===== config.mk =====
export PLATFORM = sky130hd
export DESIGN_NAME = irq_steer_top
export DESIGN_NICKNAME = d
export VERILOG_FILES = /design/src/rtl/irq_steer_pkg.sv /design/src/rtl/irq_sel_bank.sv /design/src/rtl/irq_mask_reg.sv /design/src/rtl/irq_level_map.sv /design/src/rtl/irq_steer_top.sv
export SDC_FILE = /design/constraint.sdc
export NUM_CORES = 1
export LEC_CHECK = 0
export BUFFER_PORTS_ARGS = -buffer_cell sky130_fd_sc_hd__buf_2
export CORE_UTILIZATION = 45
export CTS_CLUSTER_SIZE = 16
export DETAILED_ROUTE_END_ITERATION = 12
export PLACE_DENSITY = 0.68
export SYNTH_ARGS = -nofsm -noshare
export SYNTH_HDL_FRONTEND = slang
export SYNTH_SLANG_ARGS = --single-unit

===== constraint.sdc =====
create_clock -name clk -period 5.88 [get_ports clk]
set_input_delay 0.882 -clock clk [delete_from_list [all_inputs] [get_ports clk]]
set_output_delay 0.882 -clock clk [all_outputs]
set_load 0.01 [all_outputs]

===== src/rtl/irq_steer_pkg.sv =====
package irq_steer_pkg;

  localparam int ADDR_W = 2;

  // A field value routes only when it is neither the "off" code 0
  // nor the reserved top code (levels - 1).
  function automatic logic lvl_legal(input int unsigned value,
                                     input int unsigned levels);
    return (value != 0) && (value < levels - 1);
  endfunction

  // Number of select registers needed for a pin count.
  function automatic int unsigned regs_needed(input int unsigned pins,
                                              input int unsigned per_reg);
    return (pins + per_reg - 1) / per_reg;
  endfunction

endpackage


===== src/rtl/irq_sel_bank.sv =====
module irq_sel_bank #(
  parameter int REG_W    = 16,
  parameter int NUM_REGS = 2
) (
  input  logic                      clk,
  input  logic                      rst_n,
  input  logic [NUM_REGS-1:0]       wr_stb,
  input  logic [REG_W-1:0]          wr_data,
  output logic [NUM_REGS*REG_W-1:0] regs_flat
);

  logic [REG_W-1:0] sel_q [NUM_REGS];

  for (genvar r = 0; r < NUM_REGS; r++) begin : g_reg
    always_ff @(posedge clk) begin
      if (!rst_n)
        sel_q[r] <= '0;
      else if (wr_stb[r])
        sel_q[r] <= wr_data;
    end

    assign regs_flat[r*REG_W +: REG_W] = sel_q[r];

    assert_sel_load_R2: assert property (@(posedge clk) disable iff (!rst_n)
      wr_stb[r] |=> (regs_flat[r*REG_W +: REG_W] == $past(wr_data)));

    assert_sel_hold_R2: assert property (@(posedge clk) disable iff (!rst_n)
      !wr_stb[r] |=> $stable(regs_flat[r*REG_W +: REG_W]));
  end

endmodule


===== src/rtl/irq_mask_reg.sv =====
module irq_mask_reg #(
  parameter int LEVELS = 16
) (
  input  logic              clk,
  input  logic              rst_n,
  input  logic              set_stb,
  input  logic              clr_stb,
  input  logic [LEVELS-1:0] bits,
  output logic [LEVELS-1:0] mask
);

  logic [LEVELS-1:0] mask_q;
  logic [LEVELS-1:0] mask_d;

  always_comb begin
    mask_d = mask_q;
    if (set_stb) mask_d = mask_d | bits;
    if (clr_stb) mask_d = mask_d & ~bits;
  end

  always_ff @(posedge clk) begin
    if (!rst_n)
      mask_q <= '1;
    else
      mask_q <= mask_d;
  end

  assign mask = mask_q;

  assert_set_masks_R5: assert property (@(posedge clk) disable iff (!rst_n)
    (set_stb && !clr_stb) |=> ((mask & $past(bits)) == $past(bits)));

  assert_set_keeps_R5: assert property (@(posedge clk) disable iff (!rst_n)
    (set_stb && !clr_stb) |=> ((mask & ~$past(bits)) == ($past(mask) & ~$past(bits))));

  assert_clr_unmasks_R6: assert property (@(posedge clk) disable iff (!rst_n)
    clr_stb |=> ((mask & $past(bits)) == '0));

  assert_idle_stable_R6: assert property (@(posedge clk) disable iff (!rst_n)
    (!set_stb && !clr_stb) |=> $stable(mask));

endmodule


===== src/rtl/irq_level_map.sv =====
module irq_level_map
  import irq_steer_pkg::*;
#(
  parameter int NUM_PINS = 8,
  parameter int SEL_W    = 4,
  parameter int LEVELS   = 16,
  parameter int FLAT_W   = 32
) (
  input  logic              clk,
  input  logic              rst_n,
  input  logic [FLAT_W-1:0] regs_flat,
  input  logic [NUM_PINS-1:0] pins,
  output logic [LEVELS-1:0] routed
);

  logic [SEL_W-1:0]    pin_field [NUM_PINS];
  logic [NUM_PINS-1:0] pin_hit;

  for (genvar p = 0; p < NUM_PINS; p++) begin : g_pin
    assign pin_field[p] = regs_flat[p*SEL_W +: SEL_W];
    assign pin_hit[p]   = pins[p] && lvl_legal(int'(pin_field[p]), LEVELS);

    assert_pin_routes_R4: assert property (@(posedge clk) disable iff (!rst_n)
      pin_hit[p] |-> routed[pin_field[p]]);
  end

  always_comb begin
    routed = '0;
    for (int p = 0; p < NUM_PINS; p++) begin
      for (int l = 0; l < LEVELS; l++) begin
        if (pin_hit[p] && (pin_field[p] == SEL_W'(l)))
          routed[l] = 1'b1;
      end
    end
  end

  assert_edges_quiet_R8: assert property (@(posedge clk) disable iff (!rst_n)
    !routed[0] && !routed[LEVELS-1]);

  assert_no_pins_no_levels_R7: assert property (@(posedge clk) disable iff (!rst_n)
    (pins == '0) |-> (routed == '0));

endmodule


===== src/rtl/irq_steer_top.sv =====
module irq_steer_top
  import irq_steer_pkg::*;
#(
  parameter int NUM_PINS = 8,
  parameter int SEL_W    = 4,
  parameter int REG_W    = 16,
  parameter int LEVELS   = 16
) (
  input  logic                clk,
  input  logic                rst_n,
  input  logic                reg_wr,
  input  logic [ADDR_W-1:0]   reg_waddr,
  input  logic [REG_W-1:0]    reg_wdata,
  input  logic [ADDR_W-1:0]   reg_raddr,
  output logic [REG_W-1:0]    reg_rdata,
  input  logic [NUM_PINS-1:0] irq_pins,
  output logic [LEVELS-1:0]   irq_pending
);

  localparam int PER_REG  = REG_W / SEL_W;
  localparam int NUM_REGS = regs_needed(NUM_PINS, PER_REG);
  localparam int FLAT_W   = NUM_REGS * REG_W;
  localparam logic [ADDR_W-1:0] SET_ADDR = ADDR_W'(NUM_REGS);
  localparam logic [ADDR_W-1:0] CLR_ADDR = ADDR_W'(NUM_REGS + 1);

  logic [NUM_REGS-1:0] sel_stb;
  logic                set_stb;
  logic                clr_stb;
  logic [FLAT_W-1:0]   regs_flat;
  logic [LEVELS-1:0]   mask;
  logic [LEVELS-1:0]   routed;

  always_comb begin
    sel_stb = '0;
    for (int r = 0; r < NUM_REGS; r++)
      sel_stb[r] = reg_wr && (reg_waddr == ADDR_W'(r));
  end

  assign set_stb = reg_wr && (reg_waddr == SET_ADDR);
  assign clr_stb = reg_wr && (reg_waddr == CLR_ADDR);

  irq_sel_bank #(.REG_W(REG_W), .NUM_REGS(NUM_REGS)) u_sel (
    .clk      (clk),
    .rst_n    (rst_n),
    .wr_stb   (sel_stb),
    .wr_data  (reg_wdata),
    .regs_flat(regs_flat)
  );

  irq_mask_reg #(.LEVELS(LEVELS)) u_mask (
    .clk    (clk),
    .rst_n  (rst_n),
    .set_stb(set_stb),
    .clr_stb(clr_stb),
    .bits   (reg_wdata[LEVELS-1:0]),
    .mask   (mask)
  );

  irq_level_map #(
    .NUM_PINS(NUM_PINS), .SEL_W(SEL_W), .LEVELS(LEVELS), .FLAT_W(FLAT_W)
  ) u_map (
    .clk      (clk),
    .rst_n    (rst_n),
    .regs_flat(regs_flat),
    .pins     (irq_pins),
    .routed   (routed)
  );

  assign irq_pending = routed & ~mask;

  always_comb begin
    reg_rdata = '0;
    for (int r = 0; r < NUM_REGS; r++)
      if (reg_raddr == ADDR_W'(r))
        reg_rdata = regs_flat[r*REG_W +: REG_W];
  end

  assert_pending_unmasked_R7: assert property (@(posedge clk) disable iff (!rst_n)
    (irq_pending & mask) == '0);

  assert_pending_from_routed_R7: assert property (@(posedge clk) disable iff (!rst_n)
    (irq_pending & ~routed) == '0);

  assert_reset_masked_R1: assert property (@(posedge clk)
    !rst_n |=> (irq_pending == '0));

endmodule


# Yosys cells after proc, flatten, opt, wreduce, memory -nomap -nowiden
# Memories as Yosys holds them, arrays and structs flattened.
# Index checks and enable logic that the tools add are counted.
# totals
elab_cells,448
out_inout_bits,32
ff_bits,16
ramBits,32
n_memories,1
inputBits,31
# op_classes
mux,141
n_lt_le_gt_ge,8
reduce_logical,166
n_eq_ne,124
bitwise,7
# mem_list
name,depth,word_bits,rd,rd_clocked_by_memory_dff,write_ports,line,text
u_sel.sel_q,2,16,2,0,2,irq_sel_bank.sv:12,logic [REG_W-1:0] sel_q [NUM_REGS];
# op_table
cell,n
== test 4 bit (second input constant),64
logical AND 1 bit,148
2-to-1 mux 1 bit,135
== test 4 x 3 -> 1 bit (second input constant),32
2-to-1 mux 16 bit,6
== test 4 x 2 -> 1 bit (second input constant),16
bitwise AND 16 bit,2
== test 4 x 1 -> 1 bit (second input constant),8
logical NOT 4 bit,8
< comparator 4 bit (second input constant),8
NOT 16 bit,2
nonzero test 4 bit,8
OR 16 bit,1
== test 2 x 1 -> 1 bit (second input constant),2
== test 2 bit (second input constant),2
logical NOT 2 bit,2
OR 1 bit,2

# Depth between registers and ports, before layout
# Gate-level depths: netlist of run 1.
# logic_depth
word_depth,13
mapped_depth,6
ltp_nobuf,4

# Hierarchy
# From an unflattened synthesis of run 1, not the netlist that was laid out.
# unflattened
cells_unflattened,375
hier_area_um2,3323.2
# modules_own_cells
module,n_inst,cells_each,area_per_inst_um2,seq_area_each_um2
irq_sel_bank,1,71,1217.4,960.9
irq_level_map,1,179,1068.5,0.0
irq_mask_reg,1,68,646.9,320.3
irq_steer_top,1,57,390.4,0.0

# Worst setup path before layout of run 1
# OpenSTA, ideal clock, no wires.
# synth_timing
path_type,input to register
startpoint,input port reg_waddr[0]
endpoint,"memory u_sel.sel_q[0][0], enable pin"
arrival_time_ps,2421
path_slack_ps,3048
n_path_buf,2
required_time_ps,5469
cell_stages,3
setup_ps,411
path_cell_list,buf_2 buf_1 o21ai_0
# synth_rtl
item,line,text
start: declaration,irq_steer_top.sv:12,"input logic [ADDR_W-1:0] reg_waddr,"
end: declaration,irq_sel_bank.sv:12,

# Worst setup path after layout of run 1
# layout_timing
startpoint,input port irq_pins[4]
endpoint,output port irq_pending[1]
# layout_between
elab_chain_cells,7
# layout_rtl
item,line,text
start: declaration,irq_steer_top.sv:16,"input logic [NUM_PINS-1:0] irq_pins,"
logical AND 1 bit,irq_level_map.sv:21,"assign pin_hit[p] = pins[p] && lvl_legal(int'(pin_field[p]), LEVELS);"
logical AND 1 bit,irq_level_map.sv:31,if (pin_hit[p] && (pin_field[p] == SEL_W'(l)))
2-to-1 mux 1 bit (4 in a row),irq_level_map.sv:31,
bitwise AND 16 bit,irq_steer_top.sv:69,assign irq_pending = routed & ~mask;
end: declaration,irq_steer_top.sv:17,output logic [LEVELS-1:0] irq_pending
# Every way passes these cells.

==> impl_results.md, run 1 <==
* Worst vdd ir at 0.131 mV
* Measured slew at the worst slew-check pin at 1070 ps
* Setup_tns at 0 ps
* Grt ovf at 0
* Gate count of the mapped netlist at 344
* CTS hold repair buffers at 0
* CP arrival at 2140 ps
* CTS Buffer Depth at 2
* Port Buffers at 60
* Layout area overhead at 12.8%
* Via count at 2961
* Max-cap violation count at 0
* DP HPWL at 7500 um
* Final setup viols at 0
* Final Hold Viols at 0
* Hold WS at 488 ps
* Final total power at 0.748 mW
* Initial Util at 0.470
* Yosys warning total at 0
* First-pass GRT wire length at 15500 um
* Drt first pass iters at 9
* CTS buffer count at 5
* Share of cells above drive strength 1 at 0.184
* Clock latency on the worst-skew pair at 300 ps
* Final ANT Viol Nets at 0
* Max Fanout on Critical Path at 4
* Outcome: finished, violations left
* Post-CTS setup buffer count at 0
* Core ar. at 6420 sq um
* Routed len/inst at 21.5 um
* RSZ-0062 raised after global routing: false
* Max Clock Freq at 331 MHz
* CP endpoint kind: output port
* DRC at 2
* Final wirelength at 10100 um
* Startpoint Class: input pin
* Post-cts gate resize count at 0
* Violated checks: DRC
* Total GRT Usage at 0.291
* Rows at 29
* R2R Setup Slk at 5230 ps
* Die H at 83.9 um
* Final worst-path cycle share at 0.513
* Die area at 7050 sq um
* Clock slew at reported path FFs at 100 ps
* Slew headroom at 0.285
* Leakage at 1.34 nW
* DR iter-0 viols at 338
* Worst Path Required at 5000 ps
* Vias in the first global route at 2763
* Syn avg cell area at 8.78 sq um
* Pwr dens at 220 nW/um^2
* Antenna violations before repair at 0
* Final nets at 421
* Sequential area share after synthesis at 0.411
* Die X-Extent at 83.9 um
* Crit path time final at 3020 ps
* # IOs at 63
* Synth cell types at 38
* #FFs+latches synth at 46
* Mapped cell area at 3020 sq um
* CTS tree: yes
* Routability cong. at 1.01
* Hold Crit Class: flop to flop
* Avg Vias per Cell at 6.33
* Final clock skew at 0 ps
* Pins over their slew limit at 0
* Crit Path Class: input pin to output port
* CTS Sinks at 46
* H-tree depth at 2
* Largest net degree at the start of global routing at 19
* # diodes at 0
* Clock root buffer master: clkbuf_8
==> worst max-delay path, cell delays in order <==
cell     delay, ps
buf_2          110
or3b_1         480
o32ai_1        170
nor3_1         130
a31oi_1        210
buf_2          160
==> cell families (layout without fill, tap and decap cells) <==
| family | Yosys count | count (layout) | share of synthesized area |
|---|---|---|---|
| buf+inv | 27 | 73 | 0.0410 |
| flops | 46 | 46 | 0.411 |
| other cells | 1 | 2 | 0.00124 |
| simple gates | 187 | 187 | 0.335 |
| compound gates | 67 | 67 | 0.159 |
| mux | 16 | 16 | 0.0530 |
==> report_power, final <==
group	switching, mW	total [mW]	leakage (nW)	internal (mW)
logic	0.0866	0.141	0.869	0.0547
clock network	0.114	0.198	0.0374	0.0840
registers	0.0393	0.409	0.430	0.370
==> Yosys cell counts <==
library cell	instances	area [sq um]
a41oi_2	1	16.3
clkbuf_1	5	18.8
buf_4	2	15.0
o21ai_0	1	5.00
nand2b_1	16	100
a21oi_1	2	10.0
buf_1	3	11.3
nand3_1	10	50.1
buf_2	12	60.1
nor2_1	30	113
o311ai_1	1	8.76
dfxtp_1	14	280
nand2_1	39	146
a221oi_1	1	8.76
nand3b_1	20	150
nor3_1	20	100
mux2i_1	16	160
o32a_1	1	10.0
o22ai_1	33	206
o31ai_1	1	7.51
nor4_1	8	50.1
and2_1	33	206
or3b_1	4	35.0
o41a_1	1	11.3
a31oi_1	2	12.5
and3_1	1	6.26
nor3b_2	2	25.0
conb_1	1	3.75
a311oi_1	1	8.76
nor2b_2	1	8.76
o211ai_1	14	105
a41oi_1	1	8.76
nor2b_1	1	6.26
o32ai_1	6	52.6
edfxtp_1	32	961
a32oi_1	1	8.76
nor3b_1	2	15.0
inv_1	5	18.8
==> worst paths after layout <==
kind                                   from             end  depth (start not counted)
worst max-delay path            irq_pins[4]  irq_pending[1]                          6
worst min-delay path                   flop            flop                          2
worst max register to register         flop            flop                          2
worst min register to register         flop            flop                          2
==> final cells by class <==
type                    instances  area (sq um)
well taps                      77          96.3
clock inverters                 2          15.0
fillers                       635          3010
multi-input cells             272          1660
flip-flops and latches         46          1240
clock buffers                   6          72.6
repair buffers                 60           300
inverters                       5          18.8
==> per-stage QoR <==
| step | setup WS (ps) | util | cell area (sq um) | std cells |
|---|---|---|---|---|
| global route | 2820 | 0.531 | 3410 | 468 |
| global placement | 2900 | 0.517 | 3320 | 460 |
| CTS | 2900 | 0.531 | 3410 | 468 |
| finish | 2860 | 0.531 | 3410 | 468 |
| detailed placement | 2910 | 0.517 | 3320 | 460 |
| floorplan | 3050 | - | 3030 | 345 |
==> layout by cell type, fill, tap and decap left out, drive strengths merged <==
cell / netlist / final
clkinvlp: 0 / 2
mux2i: 16 / 16
buf: 17 / 60
nor2b: 2 / 2
and2: 33 / 33
a41oi: 2 / 2
inv: 5 / 5
nor4: 8 / 8
nand2b: 16 / 16
and3: 1 / 1
clkbuf: 5 / 6
a31oi: 2 / 2
nand3: 10 / 10
o32a: 1 / 1
o211ai: 14 / 14
a21oi: 2 / 2
o32ai: 6 / 6
o41a: 1 / 1
nand2: 39 / 39
o22ai: 33 / 33
a311oi: 1 / 1
o311ai: 1 / 1
o31ai: 1 / 1
edfxtp: 32 / 32
dfxtp: 14 / 14
conb: 1 / 2
or3b: 4 / 4
nor3b: 4 / 4
nand3b: 20 / 20
a32oi: 1 / 1
a221oi: 1 / 1
nor2: 30 / 30
nor3: 20 / 20
o21ai: 1 / 1
==> layer usage <==
metal | routed length, um | global-route usage | part of all wire
met5 | 0 | 0 | 0
met4 | 325 | 0.111 | 0.032
met3 | 964 | 0.0366 | 0.096
met2 | 4270 | 0.423 | 0.42
met1 | 4510 | 0.437 | 0.45
Power figures use the tool's default switching activity.
==> run 2: changes to the inputs <==
- ABC_AREA: not set -> 1
- PLACE_DENSITY: 0.68 -> 0.67
- clock period: 5.88 -> 2.78 ns (I/O delays scaled with it)
==> run 2 against run 1 <==
The flow now finishes without violations. Worst setup slack worse by 2400 ps. Clock power up 120%. First-iteration DRC count up 17%. Cell count up 43%. Clock skew unchanged. Register-to-register slack worse by 3100 ps. Power up 110%. Core utilization up 1.4 points. Flip-flop and latch count unchanged. Clock-buffer cell count unchanged. Critical path depth up 1. Largest cell class unchanged. Highest routed layer unchanged.
==> impl_results.md, run 2 <==
* Post-cts gate resize count at 0 (unchanged)
* First-pass GRT wire length at 17000 um (+10%)
* Switching Share at 0.326 (+0.00482)
* Mapped cell area at 3280 sq um (+8.6%)
* Routability cong. at 1.02 (+0.47%)
* Via count at 3636 (+23%)
* Core ar. at 6910 sq um (+7.5%)
* Post-synth EDFFs at 32 (unchanged)
* H-tree depth at 2 (unchanged)
* Pwr dens at 428 nW/um^2 (+95%)
* Leakage at 1.92 nW (+44%)
* Die X-Extent at 87.4 um (+4.1%)
* #FFs+latches synth at 46 (unchanged)
* Total GRT Usage at 0.305 (+0.0139)
* Crit path time final at 2310 ps
* Final worst-path cycle share at 0.832
* Setup_tns at 0 ps (unchanged)
* Max Clock Freq at 432 MHz
* Die H at 87.4 um (+4.1%)
* CP top delay family: simple AND/OR/NAND/NOR gates
* Clock latency on the worst-skew pair at 300 ps (about the same)
* Post-synth top area share at 0.293 (-0.0252)
* Crit Path Class: flop to output port
* DRC at 0 (-2)
* Pins over their slew limit at 0 (unchanged)
* Final ANT Viol Nets at 0 (unchanged)
* # diodes at 0 (unchanged)
* Clk pwr share at 0.274 (+0.009)
* Synth area leader: edfxtp_1
* Synth cell types at 19 (-50%)
* Worst Path Required at 2360 ps (-2640 ps)
* Avg Vias per Cell at 5.43 (-14%)
* Outcome: finished clean
* CTS Buffer Depth at 2 (unchanged)
* Layout area overhead at 14.5%
* Clock root buffer master: clkbuf_8
* Sequential area share after synthesis at 0.378 (-0.0326)
* Net Sw Power at 0.524 mW (+120%)
* Min-delay src: reg_wdata[1]
* Largest net degree at the start of global routing at 19 (unchanged)
* Grt ovf at 0 (unchanged)
* Share of cells above drive strength 1 at 0.138 (-0.0465)
* Top post-synthesis cells by count: nor2_1, nand2_1, inv_1
* Routed len/inst at 16.5 um (-23%)
* Startpoint Class: flop
* Final setup viols at 0 (unchanged)
* CP arrival at 1900 ps (-240 ps)
* Final Hold Viols at 0 (unchanged)
* Ranking of synthesized cells by area: edfxtp_1, nor2_1, nand2_1
* CTS tree: yes
* Critical path buffers and inverters at 2 (unchanged)
* Gate count of the mapped netlist at 517 (+50%)
* Internal power at 1.08 mW (+110%)
* Slowest-stage cell, CP: edfxtp_1
* Seq pwr share at 0.524 (-0.022)
* Antenna violations before repair at 0 (unchanged)
* Final wirelength at 11100 um (+10%)
* RSZ-0062 raised after global routing: false
* Initial Util at 0.475 (+0.00470)
* Die area at 7640 sq um (+8.4%)
* Hold Crit Class: input pin to flop
* Most common cell after layout, fill and taps aside: nor2_1
* Port Buffers at 60 (unchanged)
* Measured slew at the worst slew-check pin at 602 ps (-467 ps)
* Max-cap violation count at 0 (unchanged)
* DP HPWL at 9080 um (+21%)
* Combinational fraction of design power at 0.202 (+0.013)
* Yosys warning total at 0 (unchanged)
* CTS buffer count at 5 (unchanged)
* Final nets at 604 (+43%)
* CTS Sinks at 46 (unchanged)
* Clock slew at reported path FFs at 90 ps (about the same)
* Synth Flop Type: edfxtp_1
* Worst path most repeated cell: nand2_1
* Rows at 30 (+3.4%)
* Worst vdd ir at 0.392 mV (+200%)
* Final total power at 1.61 mW (+110%)
* Drt first pass iters at 6 (-3)
* # IOs at 63 (unchanged)
* Async set-reset flop share out of synthesis at 0 (unchanged)
* Critical path startpoint: u_sel.sel_q[1][14]
* DR iter-0 viols at 394 (+17%)
* Syn avg cell area at 6.35 sq um (-28%)
* Worst path max stage delay at 520 ps (+40 ps)
* Slew headroom at 0.598 (+0.313)
* Commonest non-fill, non-tap cells in the layout: nor2_1, nand2_1, inv_1, buf_2, nand3_1
* CTS hold repair buffers at 0 (unchanged)
* Crit-path cells: inv_1 > nand2_1 > or2_2 > nand2_1 > nor2_1 > a21oi_1 > buf_2
* Post-CTS setup buffer count at 0 (unchanged)
* Vias in the first global route at 3268 (+18%)
* Max Fanout on Critical Path at 6 (+2)
* Final clock skew at 0 ps (unchanged)
* Top-count cell post-synth: nor2_1
* CP endpoint kind: output port
[run 2: cell types whose count changed after synthesis, moves of 19 or more]
cell      before  now
and2_1        33    0
nor2_1        30  140
nand4_1        0   31
inv_1          5   73
nor3_1        20    0
nand3b_1      20    1
nand2_1       39  110
nand3_1       10   46
[run 2: kinds of logic (layout without fill, tap and decap cells)]
kind of cell	count (synthesis)	in the layout	share of synthesized area
buf+inv	89	145	0.109
other cells	1	2	0.00114
flops	46	46	0.378
compound gates	47	47	0.0793
simple gates	334	334	0.432
[run 2: power groups by stage]
| stage | logic [mW] | registers [mW] | clock network, mW |
|---|---|---|---|
| 2_1_floorplan | 0.215 | 0.828 | 0 |
| 3_3_place_gp | 0.320 | 0.854 | 0 |
| 3_5_place_dp | 0.321 | 0.854 | 0 |
| 4_1_cts | 0.322 | 0.838 | 0.445 |
| 5_1_grt | 0.364 | 0.849 | 0.468 |
| 6_report | 0.325 | 0.843 | 0.440 |
[run 2: layout make-up]
class	instances	area, sq um
Fill cell	762	3150
Multi-Input combinational cell	383	1700
Sequential cell	46	1240
Timing Repair Buffer	64	330
Inverter	73	274
Tap cell	96	120
Clock buffer	6	82.6
Clock inverter	2	15.0
[run 2: tightest hold or removal path, delay by kind of cell]
kind	cells	cell delay, ps
buffers and inverters	1	80
and+or+nand+nor	2	90
[run 2: worst paths after layout]
kind         slack (ps)  cells after the start         endpoint
max                 470                      7  irq_pending[11]
min reg2reg         500                      2             flop
max reg2reg        2140                      2             flop
min                 320                      3             flop
[run 2: per-layer routing]
metal | GRT usage | share of wire | vias up
met5 | 0 | 0 | -
met1 | 0.431 | 0.43 | 1612
met2 | 0.479 | 0.44 | 199
met3 | 0.0427 | 0.093 | 34
met4 | 0.103 | 0.031 | 0
li1 | - | - | 1791
[run 2: stage by stage]
| step | hold WS [ps] | std cells | cell area (sq um) | util | worst slack, ps |
|---|---|---|---|---|---|
| 4_1_cts | 322 | 670 | 3760 | 0.544 | 485 |
| 3_5_place_dp | 490 | 662 | 3660 | 0.530 | 821 |
| 6_report | 323 | 670 | 3760 | 0.544 | 466 |
| 3_3_place_gp | 475 | 662 | 3660 | 0.530 | 819 |
| 5_1_grt | 329 | 670 | 3760 | 0.544 | 403 |
| 2_1_floorplan | 464 | 518 | 3290 | - | 604 |
==> run 3: changes to the inputs <==
- ABC_AREA: 1 -> 0
- PLACE_DENSITY: 0.67 -> 0.7
- clock period: 2.78 -> 2.1 ns (I/O delays scaled with it)
==> run 3 against run 2 <==
The flow now finishes with violations (DRC, setup timing). Power increased by 45%. Sequential share of layout area fell by 3.2 points. Critical path depth down 2. Flip-flop and latch count is the same. Core utilization up 10 points. Sequential power is 33% higher. Largest power group unchanged. Final area grew 11%. Via count down 7.5%. Die area down 7.7%. Worst setup slack lost 510 ps. Critical path type unchanged. Non-clock buffer count grew 46. Clock skew unchanged.
==> impl_results.md, run 3 (same netlist as run 1, synthesis figures left out) <==
* Outcome: finished, violations left
* Violated checks: DRC, setup timing
* Slew headroom at 0.329 (-0.269)
* Clock root buffer master: clkbuf_8
* First-pass GRT wire length at 17200 um (+0.85%)
* Final setup margin at -45.9 ps (-512 ps)
* Footprint of the multi-input gates at 2030 sq um (+20%)
* Final ANT Viol Nets at 0 (unchanged)
* Hold Path Cell Cnt at 3 (unchanged)
* RSZ-0062 raised after global routing: true
* Rows at 29 (-3.3%)
* Routability cong. at 1.04 (+2.7%)
* Clock latency on the worst-skew pair at 310 ps (about the same)
* Worst Path Required at 1780 ps (-580 ps)
* Dpl cells at 470 (-29%)
* Crit-path cells: nand2_1 > o22ai_1 > nor4_2 > nor2_1 > buf_2
* Antenna violations before repair at 0 (unchanged)
* Measured slew at the worst slew-check pin at 1000 ps (+401 ps)
* Routed len/inst at 22.1 um (+34%)
* Max Fanout on Critical Path at 7 (+1)
* Placed Area at 3390 sq um (-7.3%)
* Final instance count without filler cells at 518 (-23%)
* Max Clock Freq at 466 MHz
* CTS Sinks at 46 (unchanged)
* Min-delay src: reg_wdata[10]
* Hold Crit Class: input pin to flop
* CP arrival at 1830 ps (-70 ps)
* R2R Setup Slk at 1460 ps (-680 ps)
* # IOs at 63 (unchanged)
* CP top delay family: simple AND/OR/NAND/NOR gates
* Critical path buffers and inverters at 1 (-1)
* Total GRT Usage at 0.321 (+0.0157)
* CTS buffer count at 5 (unchanged)
* Clk pwr share at 0.249 (-0.025)
* Leakage at 1.70 nW (-11%)
* Fillcell total at 521 (-32%)
* Net Sw Power at 0.746 mW (+42%)
* Worst vdd ir at 0.356 mV (-9.0%)
* Layout area overhead at 37.7%
* # diodes at 0 (unchanged)
* Slowest-stage cell, CP: edfxtp_1
* Final Hold Viols at 0 (unchanged)
* Final worst-path cycle share at 1.02
* Combinational fraction of design power at 0.270 (+0.068)
* Avg Vias per Cell at 6.49 (+20%)
* Pins over their slew limit at 0 (unchanged)
* Die area at 7050 sq um (-7.7%)
* Internal power at 1.58 mW (+46%)
* Core ar. at 6420 sq um (-7.0%)
* Hold WS at 302 ps (-21.6 ps)
* Seq pwr share at 0.481 (-0.043)
* CP endpoint kind: output port
* Via count at 3362 (-7.5%)
* R2r worst-path depth at 2 (unchanged)
* H-tree depth at 2 (unchanged)
* Initial Util at 0.470 (-0.00470)
* Final setup viols at 9 (+9)
* DR iter-0 viols at 535 (+36%)
* Share of cells above drive strength 1 at 0.404 (+0.266)
* Max-cap violation count at 0 (unchanged)
* Commonest non-fill, non-tap cells in the layout: buf_2, buf_4, nand2_1, and2_1, edfxtp_1
* Final instance area at 4160 sq um (+11%)
* Pre-CTS worst setup slack at 207 ps (-613 ps)
* Setup_tns at -221 ps (-221 ps)
* Worst path max stage delay at 560 ps (+40 ps)
* Final clock skew at 0 ps (unchanged)
* Seq. cell area at 1240 sq um (unchanged)
* Die H at 83.9 um (-4.0%)
* Largest net degree at the start of global routing at 19 (unchanged)
* Vias in the first global route at 3057 (-6.5%)
* Startpoint Class: flop
* Die X-Extent at 83.9 um (-4.0%)
* Crit path time final at 2150 ps
* Crit Path Class: flop to output port
* CTS Buffer Depth at 2 (unchanged)
* Grt ovf at 0 (unchanged)
* Drt first pass iters at 11 (+5)
* CTS hold repair buffers at 0 (unchanged)
* Most common cell after layout, fill and taps aside: buf_2
* Switching Share at 0.321 (-0.00480)
* DP HPWL at 7930 um (-13%)
* Final wirelength at 11400 um (+3.3%)
* Clock slew at reported path FFs at 90 ps (about the same)
* Pwr dens at 559 nW/um^2 (+31%)
* DRC at 4 (+4)
* CTS tree: yes
* Final nets at 471 (-22%)
* Port Buffers at 60 (unchanged)
[run 3: cell types whose count changed in the layout (fill, tap and decap cells not counted), moves of 18 or more]
cell / before / now
nand3b_1: 1 / 20
nor2_1: 140 / 30
and2_1: 0 / 33
nand3_1: 46 / 8
nor3_1: 0 / 18
o21ai_0: 18 / 0
nand2_1: 110 / 38
inv_1: 73 / 4
buf_4: 4 / 49
nand4_1: 31 / 0
[run 3: cell type report]
cell class	instances	share of cell area
Clock buffer	6	0.0198
Clock inverter	2	0.00301
Inverter	5	0.00451
Multi-Input combinational cell	272	0.488
Sequential cell	46	0.298
Tap cell	77	0.0232
Timing Repair Buffer	110	0.163
[run 3: worst max-delay path by stage]
| stage | start | to | slack, ps | cells past startpoint |
|---|---|---|---|---|
| after floorplan | reg_waddr[0] | u_sel.sel_q[0][0] | 270 | 3 |
| after global placement | u_sel.sel_q[1][11] | irq_pending[6] | 140 | 6 |
| after detailed placement | rst_n | u_sel.sel_q[0][1] | 210 | 4 |
| after CTS | u_sel.sel_q[1][3] | irq_pending[4] | -20 | 4 |
| after global routing | u_sel.sel_q[0][12] | irq_pending[2] | -120 | 5 |
| final | u_sel.sel_q[1][7] | irq_pending[13] | -50 | 5 |
[run 3: per-layer routing]
metal  vias to the layer above  part of all wire  track usage  routed length, um
li1                       1479                 -            -                  -
met1                      1596              0.41        0.441               4670
met2                       243              0.45        0.494               5140
met3                        44              0.11       0.0623               1260
met4                         0             0.031        0.132                359
met5                         -                 0            0                  0
[run 3: worst reg2reg max path: stages (launching register included)]
cell      delay [ps]
dfxtp_1          360
nand2_1           70
o211ai_1          80
[run 3: timing repair]
action                     in CTS  in global routing
setup buffers                  23                 18
setup endpoints to repair      13                 14
pin swaps                      12                 26
gates resized for setup        22                 41
[run 3: power groups by stage]
stage               clock network [mW]  logic (mW)  registers, mW
finish                           0.578       0.628           1.12
global route                     0.630       0.659           1.12
CTS                              0.588       0.510           1.11
detailed placement                   0       0.426           1.14
global placement                     0       0.430           1.14
floorplan                            0       0.281           1.09
[run 3: metrics by stage]
stage                util  power, mW
finish              0.648       2.32
global route        0.648       2.41
CTS                 0.588       2.21
detailed placement  0.528       1.57
global placement    0.528       1.57
floorplan               -       1.38
